`config.mk`:
```
export PLATFORM = sky130hd
export DESIGN_NAME = eth_pktgen
export DESIGN_NICKNAME = d
export VERILOG_FILES = /design/src/rtl/pktgen_pkg.sv /design/src/rtl/pktgen_lfsr.sv /design/src/rtl/pktgen_regs.sv /design/src/rtl/pktgen_len.sv /design/src/rtl/pktgen_frame.sv /design/src/rtl/eth_pktgen.sv
export SDC_FILE = /design/constraint.sdc
export NUM_CORES = 1
export LEC_CHECK = 0
export ABC_AREA = 1
export CAP_MARGIN = 20
export CORE_MARGIN = 2
export CORE_UTILIZATION = 45
export CTS_BUF_LIST = sky130_fd_sc_hd__clkbuf_8
export DETAILED_ROUTE_END_ITERATION = 12
export DONT_BUFFER_PORTS = 1
export PLACE_DENSITY = 0.67
export SLEW_MARGIN = 5
export SYNTH_ARGS = -nofsm -noshare
export SYNTH_HDL_FRONTEND = slang
export SYNTH_SLANG_ARGS = --single-unit
export TNS_END_PERCENT = 30
```
`constraint.sdc`:
```
create_clock -name clk_i -period 5.5 [get_ports clk_i]
set_input_delay 1.1 -clock clk_i [delete_from_list [all_inputs] [get_ports clk_i]]
set_output_delay 1.1 -clock clk_i [all_outputs]
set_load 0.01 [all_outputs]
```
`src/rtl/pktgen_pkg.sv`:
```
package pktgen_pkg;

  typedef enum logic [1:0] {
    LEN_RAND  = 2'b00,
    LEN_FIXED = 2'b01,
    LEN_INCR  = 2'b10,
    LEN_FIX2  = 2'b11
  } len_mode_e;

  localparam logic [2:0] REG_SIZE   = 3'd0;
  localparam logic [2:0] REG_COUNT  = 3'd1;
  localparam logic [2:0] REG_CTRL   = 3'd2;
  localparam logic [2:0] REG_DST_LO = 3'd3;
  localparam logic [2:0] REG_DST_HI = 3'd4;
  localparam logic [2:0] REG_SRC_LO = 3'd5;
  localparam logic [2:0] REG_SRC_HI = 3'd6;

  localparam int unsigned HDR_BYTES = 14;

  // byte at offset off of a frame of length len
  function automatic logic [7:0] frame_byte(input logic [15:0] off, input logic [47:0] dst,
                                            input logic [47:0] src, input logic [15:0] len);
    case (off)
      16'd0:   return dst[47:40];
      16'd1:   return dst[39:32];
      16'd2:   return dst[31:24];
      16'd3:   return dst[23:16];
      16'd4:   return dst[15:8];
      16'd5:   return dst[7:0];
      16'd6:   return src[47:40];
      16'd7:   return src[39:32];
      16'd8:   return src[31:24];
      16'd9:   return src[23:16];
      16'd10:  return src[15:8];
      16'd11:  return src[7:0];
      16'd12:  return len[15:8];
      16'd13:  return len[7:0];
      default: return off[7:0];
    endcase
  endfunction

endpackage

```
`src/rtl/pktgen_lfsr.sv`:
```
module pktgen_lfsr #(
  parameter int unsigned        W      = 32,
  parameter logic [W-1:0]       SEED   = 32'h1ACE_B00C,
  parameter logic [W-1:0]       TAPS   = 32'h8020_0003,
  parameter int unsigned        LEN_W  = 14,
  parameter int unsigned        GAP_W  = 4,
  parameter int unsigned        GAP_LO = 16
) (
  input  logic             clk_i,
  input  logic             rst_ni,
  output logic [LEN_W-1:0] rnd_len_o,
  output logic [GAP_W-1:0] rnd_gap_o
);

  logic [W-1:0] state_q;

  always_ff @(posedge clk_i or negedge rst_ni) begin
    if (!rst_ni) state_q <= SEED;
    else         state_q <= {1'b0, state_q[W-1:1]} ^ (state_q[0] ? TAPS : '0);
  end

  assign rnd_len_o = state_q[LEN_W-1:0];
  assign rnd_gap_o = state_q[GAP_LO +: GAP_W];

  lfsr_nonzero_chk: assert property (@(posedge clk_i) disable iff (!rst_ni) state_q != '0);

endmodule

```
`src/rtl/pktgen_regs.sv`:
```
module pktgen_regs
  import pktgen_pkg::*;
#(
  parameter int unsigned LEN_W  = 14,
  parameter int unsigned HI_OFF = 16,
  parameter int unsigned CNT_W  = 31
) (
  input  logic             clk_i,
  input  logic             rst_ni,
  input  logic             we_i,
  input  logic [2:0]       addr_i,
  input  logic [31:0]      wdata_i,
  output logic [31:0]      rdata_o,
  input  logic             done_i,
  output logic             run_o,
  output logic             start_o,
  output len_mode_e        mode_o,
  output logic             no_gap_o,
  output logic             cnt_en_o,
  output logic [CNT_W-1:0] cnt_tgt_o,
  output logic [LEN_W-1:0] size_lo_o,
  output logic [LEN_W-1:0] size_hi_o,
  output logic [47:0]      dst_o,
  output logic [47:0]      src_o
);

  logic [LEN_W-1:0] size_lo_q, size_hi_q;
  logic [31:0]      count_q;
  logic [7:2]       ctrl_hi_q;
  logic             ctrl_b0_q;
  logic             run_q;
  logic [31:0]      dst_lo_q, src_lo_q;
  logic [15:0]      dst_hi_q, src_hi_q;
  logic             ctrl_wr;

  assign ctrl_wr = we_i && (addr_i == REG_CTRL);
  assign start_o = ctrl_wr && !wdata_i[1] && !run_q;

  always_ff @(posedge clk_i or negedge rst_ni) begin
    if (!rst_ni) begin
      size_lo_q <= LEN_W'(64);
      size_hi_q <= LEN_W'(9600);
      count_q   <= 32'h0000_000A;
      ctrl_hi_q <= 6'b000001;
      ctrl_b0_q <= 1'b0;
      run_q     <= 1'b0;
      dst_lo_q  <= 32'h5678_0ADD;
      dst_hi_q  <= 16'h1234;
      src_lo_q  <= 32'h4321_0ADD;
      src_hi_q  <= 16'h8765;
    end else begin
      if (we_i) begin
        case (addr_i)
          REG_SIZE: begin
            size_lo_q <= wdata_i[LEN_W-1:0];
            size_hi_q <= wdata_i[HI_OFF +: LEN_W];
          end
          REG_COUNT:  count_q  <= wdata_i;
          REG_CTRL: begin
            ctrl_hi_q <= wdata_i[7:2];
            ctrl_b0_q <= wdata_i[0];
          end
          REG_DST_LO: dst_lo_q <= wdata_i;
          REG_DST_HI: dst_hi_q <= wdata_i[15:0];
          REG_SRC_LO: src_lo_q <= wdata_i;
          REG_SRC_HI: src_hi_q <= wdata_i[15:0];
          default: ;
        endcase
      end
      if (ctrl_wr)     run_q <= !wdata_i[1];
      else if (done_i) run_q <= 1'b0;
    end
  end

  always_comb begin
    rdata_o = '0;
    case (addr_i)
      REG_SIZE: begin
        rdata_o[LEN_W-1:0]       = size_lo_q;
        rdata_o[HI_OFF +: LEN_W] = size_hi_q;
      end
      REG_COUNT:  rdata_o = count_q;
      REG_CTRL:   rdata_o[7:0] = {ctrl_hi_q, !run_q, ctrl_b0_q};
      REG_DST_LO: rdata_o = dst_lo_q;
      REG_DST_HI: rdata_o[15:0] = dst_hi_q;
      REG_SRC_LO: rdata_o = src_lo_q;
      REG_SRC_HI: rdata_o[15:0] = src_hi_q;
      default: ;
    endcase
  end

  assign run_o     = run_q;
  assign mode_o    = len_mode_e'(ctrl_hi_q[5:4]);
  assign no_gap_o  = ctrl_hi_q[6];
  assign cnt_en_o  = count_q[31] && (mode_o != LEN_RAND);
  assign cnt_tgt_o = count_q[CNT_W-1:0];
  assign size_lo_o = size_lo_q;
  assign size_hi_o = size_hi_q;
  assign dst_o     = {dst_hi_q, dst_lo_q};
  assign src_o     = {src_hi_q, src_lo_q};


  quota_stop_chk: assert property (@(posedge clk_i) disable iff (!rst_ni)
    done_i && !ctrl_wr |=> !run_q);

endmodule

```
`src/rtl/pktgen_len.sv`:
```
module pktgen_len
  import pktgen_pkg::*;
#(
  parameter int unsigned LEN_W        = 14,
  parameter int unsigned MIN_RAND_LEN = 64,
  parameter int unsigned MAX_RAND_LEN = 9600
) (
  input  logic             clk_i,
  input  logic             rst_ni,
  input  logic             start_i,
  input  logic             take_i,
  input  len_mode_e        mode_i,
  input  logic [LEN_W-1:0] lo_i,
  input  logic [LEN_W-1:0] hi_i,
  input  logic [LEN_W-1:0] rnd_i,
  output logic [LEN_W-1:0] len_o
);

  localparam logic [LEN_W-1:0] HDR_LEN = LEN_W'(HDR_BYTES);
  localparam logic [LEN_W-1:0] RMIN    = LEN_W'(MIN_RAND_LEN);
  localparam logic [LEN_W-1:0] RMAX    = LEN_W'(MAX_RAND_LEN);

  logic [LEN_W-1:0] inc_q, raw;

  always_ff @(posedge clk_i or negedge rst_ni) begin
    if (!rst_ni)                          inc_q <= RMIN;
    else if (start_i)                     inc_q <= lo_i;
    else if (take_i && mode_i == LEN_INCR) inc_q <= (inc_q >= hi_i) ? lo_i : inc_q + LEN_W'(1);
  end

  always_comb begin
    case (mode_i)
      LEN_RAND: raw = (rnd_i < RMIN) ? RMIN : (rnd_i > RMAX) ? RMAX : rnd_i;
      LEN_INCR: raw = inc_q;
      default:  raw = lo_i;
    endcase
    len_o = (raw < HDR_LEN) ? HDR_LEN : raw;
  end


  rand_range_chk: assert property (@(posedge clk_i) disable iff (!rst_ni)
    mode_i == LEN_RAND |-> (len_o >= RMIN) && (len_o <= RMAX));


  incr_step_chk: assert property (@(posedge clk_i) disable iff (!rst_ni)
    take_i && !start_i && mode_i == LEN_INCR && inc_q < hi_i |=> inc_q == $past(inc_q) + LEN_W'(1));

endmodule

```
`src/rtl/pktgen_frame.sv`:
```
module pktgen_frame
  import pktgen_pkg::*;
#(
  parameter int unsigned DATA_W = 64,
  parameter int unsigned LEN_W  = 14,
  parameter int unsigned GAP_W  = 4,
  parameter int unsigned CNT_W  = 31
) (
  input  logic                        clk_i,
  input  logic                        rst_ni,
  input  logic                        run_i,
  input  logic                        start_i,
  input  logic                        no_gap_i,
  input  logic                        cnt_en_i,
  input  logic [CNT_W-1:0]            cnt_tgt_i,
  input  logic [LEN_W-1:0]            len_i,
  input  logic [GAP_W-1:0]            gap_i,
  input  logic [47:0]                 dst_i,
  input  logic [47:0]                 src_i,
  output logic                        take_o,
  output logic                        done_o,
  output logic [DATA_W-1:0]           tx_data_o,
  output logic                        tx_valid_o,
  input  logic                        tx_ready_i,
  output logic                        tx_sop_o,
  output logic                        tx_eop_o,
  output logic [$clog2(DATA_W/8)-1:0] tx_empty_o
);

  localparam int unsigned LANES  = DATA_W / 8;
  localparam int unsigned LANE_W = $clog2(LANES);
  localparam int unsigned BEAT_W = LEN_W - LANE_W;

  typedef enum logic [1:0] {ST_IDLE, ST_SEND, ST_GAP} st_e;

  st_e               state_q;
  logic [BEAT_W-1:0] beat_q;
  logic [LEN_W-1:0]  flen_q;
  logic [GAP_W-1:0]  gap_q;
  logic [CNT_W-1:0]  sent_q;
  logic              accept, last, quota_hit, quota_next, cont, launch;

  assign accept     = tx_valid_o && tx_ready_i;
  assign last       = ({1'b0, beat_q, {LANE_W{1'b0}}} + (LEN_W+1)'(LANES)) >= {1'b0, flen_q};
  assign quota_hit  = cnt_en_i && (sent_q >= cnt_tgt_i);
  assign quota_next = cnt_en_i && (({1'b0, sent_q} + (CNT_W+1)'(1)) >= {1'b0, cnt_tgt_i});
  assign cont       = run_i && !quota_next;

  always_comb begin
    case (state_q)
      ST_IDLE: launch = run_i && !quota_hit;
      ST_SEND: launch = accept && last && cont && (no_gap_i || gap_i == '0);
      ST_GAP:  launch = run_i && (gap_q == GAP_W'(1));
      default: launch = 1'b0;
    endcase
  end

  assign take_o = launch;
  assign done_o = (state_q == ST_IDLE) && run_i && quota_hit;

  always_ff @(posedge clk_i or negedge rst_ni) begin
    if (!rst_ni) begin
      state_q <= ST_IDLE;
      beat_q  <= '0;
      flen_q  <= LEN_W'(HDR_BYTES);
      gap_q   <= '0;
      sent_q  <= '0;
    end else begin
      if (start_i)            sent_q <= '0;
      else if (accept && last) sent_q <= sent_q + CNT_W'(1);
      if (launch) begin
        state_q <= ST_SEND;
        beat_q  <= '0;
        flen_q  <= len_i;
      end else begin
        case (state_q)
          ST_SEND: if (accept) begin
            if (!last)     beat_q <= beat_q + BEAT_W'(1);
            else if (cont) begin
              state_q <= ST_GAP;
              gap_q   <= gap_i;
            end else       state_q <= ST_IDLE;
          end
          ST_GAP: begin
            if (!run_i) state_q <= ST_IDLE;
            else        gap_q   <= gap_q - GAP_W'(1);
          end
          default: ;
        endcase
      end
    end
  end

  assign tx_valid_o = (state_q == ST_SEND);
  assign tx_sop_o   = tx_valid_o && (beat_q == '0);
  assign tx_eop_o   = tx_valid_o && last;
  assign tx_empty_o = tx_eop_o ? (~flen_q[LANE_W-1:0]) + LANE_W'(1) : '0;

  for (genvar j = 0; j < LANES; j++) begin : g_lane
    logic [LEN_W-1:0] off;
    assign off = {beat_q, LANE_W'(j)};
    assign tx_data_o[8*j +: 8] = (off < flen_q) ? frame_byte(16'(off), dst_i, src_i, 16'(flen_q)) : 8'h00;
  end


  hold_beat_chk: assert property (@(posedge clk_i) disable iff (!rst_ni)
    tx_valid_o && !tx_ready_i |=> tx_valid_o && $stable(beat_q) && $stable(flen_q));


  back_to_back_chk: assert property (@(posedge clk_i) disable iff (!rst_ni)
    accept && tx_eop_o && no_gap_i && cont |=> tx_sop_o);


  quota_end_chk: assert property (@(posedge clk_i) disable iff (!rst_ni)
    accept && tx_eop_o && quota_next |=> !tx_valid_o);


  min_len_chk: assert property (@(posedge clk_i) disable iff (!rst_ni)
    tx_valid_o |-> flen_q >= LEN_W'(HDR_BYTES));

endmodule

```
`src/rtl/eth_pktgen.sv`:
```
module eth_pktgen
  import pktgen_pkg::*;
#(
  parameter int unsigned DATA_W       = 64,
  parameter int unsigned LEN_W        = 14,
  parameter int unsigned GAP_W        = 4,
  parameter int unsigned MIN_RAND_LEN = 64,
  parameter int unsigned MAX_RAND_LEN = 9600,
  parameter logic [31:0] LFSR_SEED    = 32'h1ACE_B00C
) (
  input  logic                        clk_i,
  input  logic                        rst_ni,
  input  logic                        cfg_we_i,
  input  logic [2:0]                  cfg_addr_i,
  input  logic [31:0]                 cfg_wdata_i,
  output logic [31:0]                 cfg_rdata_o,
  output logic [DATA_W-1:0]           tx_data_o,
  output logic                        tx_valid_o,
  input  logic                        tx_ready_i,
  output logic                        tx_sop_o,
  output logic                        tx_eop_o,
  output logic [$clog2(DATA_W/8)-1:0] tx_empty_o
);

  localparam int unsigned CNT_W = 31;

  logic             run, start, no_gap, cnt_en, take, done;
  len_mode_e        mode;
  logic [CNT_W-1:0] cnt_tgt;
  logic [LEN_W-1:0] size_lo, size_hi, rnd_len, flen;
  logic [GAP_W-1:0] rnd_gap;
  logic [47:0]      dst, src;

  pktgen_regs #(.LEN_W(LEN_W), .HI_OFF(16), .CNT_W(CNT_W)) u_regs (
    .clk_i, .rst_ni,
    .we_i(cfg_we_i), .addr_i(cfg_addr_i), .wdata_i(cfg_wdata_i), .rdata_o(cfg_rdata_o),
    .done_i(done), .run_o(run), .start_o(start), .mode_o(mode), .no_gap_o(no_gap),
    .cnt_en_o(cnt_en), .cnt_tgt_o(cnt_tgt), .size_lo_o(size_lo), .size_hi_o(size_hi),
    .dst_o(dst), .src_o(src)
  );

  pktgen_lfsr #(.W(32), .SEED(LFSR_SEED), .TAPS(32'h8020_0003),
                .LEN_W(LEN_W), .GAP_W(GAP_W), .GAP_LO(16)) u_lfsr (
    .clk_i, .rst_ni, .rnd_len_o(rnd_len), .rnd_gap_o(rnd_gap)
  );

  pktgen_len #(.LEN_W(LEN_W), .MIN_RAND_LEN(MIN_RAND_LEN), .MAX_RAND_LEN(MAX_RAND_LEN)) u_len (
    .clk_i, .rst_ni, .start_i(start), .take_i(take), .mode_i(mode),
    .lo_i(size_lo), .hi_i(size_hi), .rnd_i(rnd_len), .len_o(flen)
  );

  pktgen_frame #(.DATA_W(DATA_W), .LEN_W(LEN_W), .GAP_W(GAP_W), .CNT_W(CNT_W)) u_frame (
    .clk_i, .rst_ni, .run_i(run), .start_i(start), .no_gap_i(no_gap),
    .cnt_en_i(cnt_en), .cnt_tgt_i(cnt_tgt), .len_i(flen), .gap_i(rnd_gap),
    .dst_i(dst), .src_i(src), .take_o(take), .done_o(done),
    .tx_data_o, .tx_valid_o, .tx_ready_i, .tx_sop_o, .tx_eop_o, .tx_empty_o
  );

endmodule

```
* Word-level counts from Yosys, hierarchy flattened *
Index checks and enable logic that the tools add are counted.

word-level totals
  flip-flop bits (word level) = 272
  bits of input ports = 39
  output and inout port bits = 102
  word-level logic and storage cells = 165

cells by class
  $add $sub $neg = 7
  order comparisons = 15
  equal/unequal tests = 19
  mux-type cells = 50
  bitwise logic cells = 3
  reductions and logical operators = 54

operators with widths
  cell                   number
  $pmux 8 s3             5
  $logic_not 14->1       8
  $lt 14x14->1           8
  $mux 14                6
  $mux 8                 8
  $mux 31                2
  $pmux 14 s4            1
  $pmux 8 s7             1
  $pmux 8 s2             3
  $mux 11                4
  $pmux 6 s6             1
  $add 31x1->32 const B  1
  $ge 32x31->1           1
  $mux 32                1
  $xor 31x32->32         1
  $add 31x1->31 const B  1
  $ge 31x31->1           1
  $pmux 14 s2            1
  $logic_and 1x1->1      18
  $mux 4                 4
  $add 14x4->15 const B  1
  $ge 15x14->1           1
  $add 14x1->14 const B  1
  $ge 14x14->1           1
  other kinds (37)       68

* Depth between registers and ports, before layout *
  depth in word-level cells = 11
  mapped depth = 28
  gate-level depth less buffers = 27

* By module *
A second synthesis with hierarchy kept.

second synthesis, totals
  cells, all modules = 2568
  area total of the unflattened synthesis = 18730.5 µm²

modules (own cells, without submodules)
  module        times used  cells each  area each (µm²)
  pktgen_regs   1           1039        8380.5
  pktgen_frame  1           1050        7101.8
  pktgen_len    1           416         2247.2
  pktgen_lfsr   1           63          1001.0

* Worst setup path after synthesis *
Ideal clock, no wire load.

  kind = input -> output
  start point = input cfg_addr_i[1]
  end point = output cfg_rdata_o[30]
  arrival = 2.328 ns
  path slack = 2.072 ns
  cell stages on the path = 6
  path buffers = 2
  cell sequence = inv_1 > nor3_1 > clkbuf_1 > buf_1 > nand2_1 > o211ai_1

on the way
  word-level cells in the longest chain between the ends = 2
  elaborated cells on any way between the ends = 4

RTL lines
  what                                RTL line           source
  from (decl)                         eth_pktgen.sv:14   input logic [2:0] cfg_addr_i,
  $eq 3x3->1 (tied with other cells)  pktgen_regs.sv:77  case (addr_i)
  $pmux 2 s3 (*)                      pktgen_regs.sv:77
  to (decl)                           eth_pktgen.sv:16   output logic [31:0] cfg_rdata_o,

Mark *: on every way between the ends. The rest lies on a longest branch, timed or not.

* Final worst setup path *
  start point = register u_frame.beat_q[0]
  end point = output tx_data_o[19]

on the way
  word-level cells in the longest chain between the ends = 3
  elaborated cells on any way between the ends = 6

RTL lines
  what                                                  RTL line             source
  from (decl)                                           pktgen_frame.sv:37   logic [BEAT_W-1:0] beat_q;
  from (signal assigned)                                pktgen_frame.sv:78   if (!last) beat_q <= beat_q + BEAT_W'(1);
  branches (longest 2 deep; another with $lt 14x14->1)  -
  $mux 8 (*)                                            pktgen_frame.sv:102  assign tx_data_o[8*j +: 8] = (off < flen_q) ? frame_byte(16'(off), dst_i, src_i, 16'(flen_q)) : 8'h00;
  to (decl)                                             eth_pktgen.sv:17     output logic [DATA_W-1:0] tx_data_o,

Mark *: on every way between the ends.

==> impl_metrics.py <==
metrics = {
    "run_status": {
        "outcome": "complete, no violations",
    },
    "synth": {
        "async_flop_share_pct": 100,
        "synth_edf_count": 0,
        "postSynthCellCount": 2195,
        "synth_nets": 2347,
        "seq_area_frac_synth_pct": 41.3,
        "ys_ff_latch": 272,
        "ys_top_cells_by_area": "dfrtp_1 31%, nand2_1 15%, dfstp_2 11%, ha_1 8.5%, o21ai_0 6.9%",
        "yosysWarningCount": 0,
        "syn_area_per_cell_um2": 7.61,
        "yosysUniqueCellTypes": 51,
        "syn_area_mm2": 0.0167,
        "synth_top_area_share_pct": 30.7,
        "synth_ff_type": "dfrtp_1",
        "synth_largest_area_cell": "dfrtp_1",
    },
    "worst_setup_path": {
        "arrival_ps": 4200,
        "setup.worst_path.class": "flip-flop to output port",
        "max_stage_delay_ps": 850,
        "required_ps": 4400,
        "worst_setup_path_start_kind": "flip-flop",
        "critPathMaxFanout": 24,
        "crit_path_start": "u_frame.beat_q[0]$_DFFE_PN0P_",
        "slowest_stage": "inv_1",
        "r2r-start": "u_frame.sent_q[1]$_DFFE_PN0P_",
        "crit_chain": "inv_1 > ha_1 > nor3b_1 > nand2_1 > nand2_1 > inv_1 > a21oi_1 > a211oi_1",
        "worstSetupEndpointType": "output port",
    },
    "global_route": {
        "grt_overflow": 0,
        "first_global_vias": 14800,
        "grt_max_degree": 273,
        "antenna_found_initial": 0,
        "grt_pass1_wl_mm": 91.9,
        "grtUsageTotal_pct": 31.6,
    },
    "sta": {
        "slew_viol_final": 0,
        "max_freq_mhz": 189,
        "post-route-period-util_pct": 96.4,
        "hold_viol_final": 0,
        "setup_viol": 0,
        "tns_ps": 0,
        "slew_headroom_pct": 19.8,
        "finalCriticalPeriod_ps": 5300,
        "worstMarginPinSlew_ps": 1200,
        "rsz0062_at_grt": "no",
        "skew_ps": 37.0,
        "worst_slack_ps": 200,
    },
    "drt": {
        "drt_iter0_drc": 1842,
        "routed_wl_mm": 61.3,
        "drc": 0,
        "routed_via_density": 5.82,
        "wl_per_cell_um": 22.7,
        "via_count": 15700,
        "dr.pass1.iters": 6,
        "ant_nets": 0,
    },
    "finish": {
        "nNetsFinal": 2342,
        "antenna_cells": 0,
        "drive_gt1_share_pct": 8.92,
        "instances_no_fill": 2700,
        "area_growth_pct": 8.78,
    },
    "floorplanning": {
        "initial_utilization_pct": 45.6,
        "die_w_um": 197,
        "ios": 141,
        "core_mm2": 0.0366,
        "num_rows": 70,
        "die-area_mm2": 0.0387,
        "die_h_um": 197,
    },
    "clocking": {
        "h-tree-depth": 2,
        "numCtsBuffers": 50,
        "clk_pin_slew_ps": 60,
        "cts_setup_buffers": 0,
        "root_buffer": "clkbuf_8",
        "clock_latency_ps": 660,
        "cts_tree": "built",
        "clock_sinks": 272,
        "post_cts_resized": 0,
        "cts_buffer_depth": 3,
        "cts_hold_buf": 0,
    },
    "pwr": {
        "p_per_area_mw_per_mm2": 521,
        "vdd_ir_drop_max_mv": 0.220,
        "leakage_nw": 9.00,
        "power.total_mw": 9.45,
    },
    "worst_hold_path": {
        "hold_class": "input pin to asynchronous set/reset pin",
    },
    "place": {
        "place_inst": 2605,
        "place_hpwl_mm": 46.1,
        "post-place-ws_ps": 1000,
        "routabilityCongestion": 0.979,
        "io_buffers": 0,
    },
    "flow_run": {
        "maxCapViolations": 0,
    },
}
-- stage by stage --
stage          instance area (um^2)  utilization (%)  hold slack, ps
2_1_floorplan                 16700                -             331
3_3_place_gp                  17100             46.7             334
3_5_place_dp                  17100             46.7             339
4_1_cts                       18100             49.5             129
5_1_grt                       18200             49.6             138
6_report                      18200             49.6             179
-- layout by cell type, fill, tap and decap left out, types with 4 or more instances in the layout --
master,count
inv_1,280
dfstp_2,67
clkbuf_8,62
a21oi_1,112
nand4_1,29
clkinv_2,9
nand2_4,6
a31oi_1,9
o2111ai_1,16
xor2_1,40
nor3_1,35
nand2_1,642
a221oi_1,17
o22ai_1,25
o21bai_1,7
nand3_1,75
ha_1,113
o21ai_0,231
a211oi_1,22
o21ai_1,12
xnor2_1,4
a21o_1,5
a22o_1,6
buf_4,20
nor2_1,120
nor4_1,6
nand2_2,7
dfrtp_1,205
clkinv_1,4
-- area by class of cell --
type / instances / area, um^2
timing repair buffer: 21 / 178
inverter: 270 / 1020
multi-input combinational: 1575 / 8460
clock buffer: 62 / 853
sequential: 272 / 6890
fill: 3619 / 18400
tap: 468 / 586
clock inverter: 32 / 174
-- cell usage after synthesis (9+ instances only) --
library cell,instances
dfrtp_1,205
a211oi_1,22
nor3_1,37
a221oi_1,17
o21ai_0,231
o22ai_1,25
nand4_1,29
buf_2,16
nor2_1,120
a31oi_1,9
o2111ai_1,16
a21oi_1,112
nand2_1,645
xor2_1,40
dfstp_2,67
o21ai_1,12
inv_1,262
nand3_1,75
clkbuf_1,52
ha_1,113
-- worst paths after layout --
kind | endpoint | depth (start not counted) | slack (ps)
setup / recovery | tx_data_o[19] | 8 | 200
hold reg to reg | u_lfsr.state_q[30]$_DFF_PN0_ | 0 | 340
hold / removal | u_lfsr.state_q[29]$_DFF_PN0_ | 0 | 180
min in group clk_i | u_lfsr.state_q[30]$_DFF_PN0_ | 0 | 340
setup reg to reg | u_frame.flen_q[7]$_DFFE_PN0P_ | 27 | 1310
max in group asynchronous | u_regs.src_hi_q[7]$_DFFE_PN0P_ | 0 | 4360
-- kinds of logic (layout without fill, tap and decap cells) --
family	count (synthesis)	in the layout	share of synthesized area (%)
AND/OR/NAND/NOR	939	939	23.4
AO/OA/AOI/OAI	479	479	16.4
buffers and inverters	348	385	8.14
flip-flops	272	272	41.3
adder cells (fa/ha/maj)	113	113	8.47
XOR/XNOR	44	44	2.31
-- report_power, final --
group	switching [mW]	internal [mW]
clock network	0.956	1.07
logic	3.12	1.28
registers	0.559	2.47
-- routing by layer --
metal,wire length (um),part of all wire [%],global-route usage (%),vias up
met5,0,0,0,-
met4,2580,4.2,13.0,0
met3,6150,10,6.30,141
met2,26300,43,47.3,813
met1,26300,43,44.9,7519
li1,-,-,-,7240
-- worst max-delay path: cells and delay by family (launching register included) --
family / cells / cell delay [ps]
buffers and inverters: 2 / 1050
and+or+nand+nor: 3 / 960
AOI/OAI and AO/OA: 2 / 800
DFF: 1 / 480
adders and majority gates: 1 / 240
-- registers in the layout, indices dropped and copies added (netlist names), 2 cells and up --
register and flops:
u_lfsr.state_q 32, u_frame.beat_q 11, u_regs.count_q 32, u_regs.size_lo_o 14
u_frame.state_q 2, u_regs.src_hi_q 16, u_len.inc_q 14, u_frame.gap_q 4
u_regs.dst_lo_q 32, u_regs.ctrl_hi_q 6, u_frame.sent_q 31, u_frame.flen_q 14
u_regs.dst_hi_q 16, u_regs.src_lo_q 32, u_regs.size_hi_o 14
(Power assumes the default switching activity.)
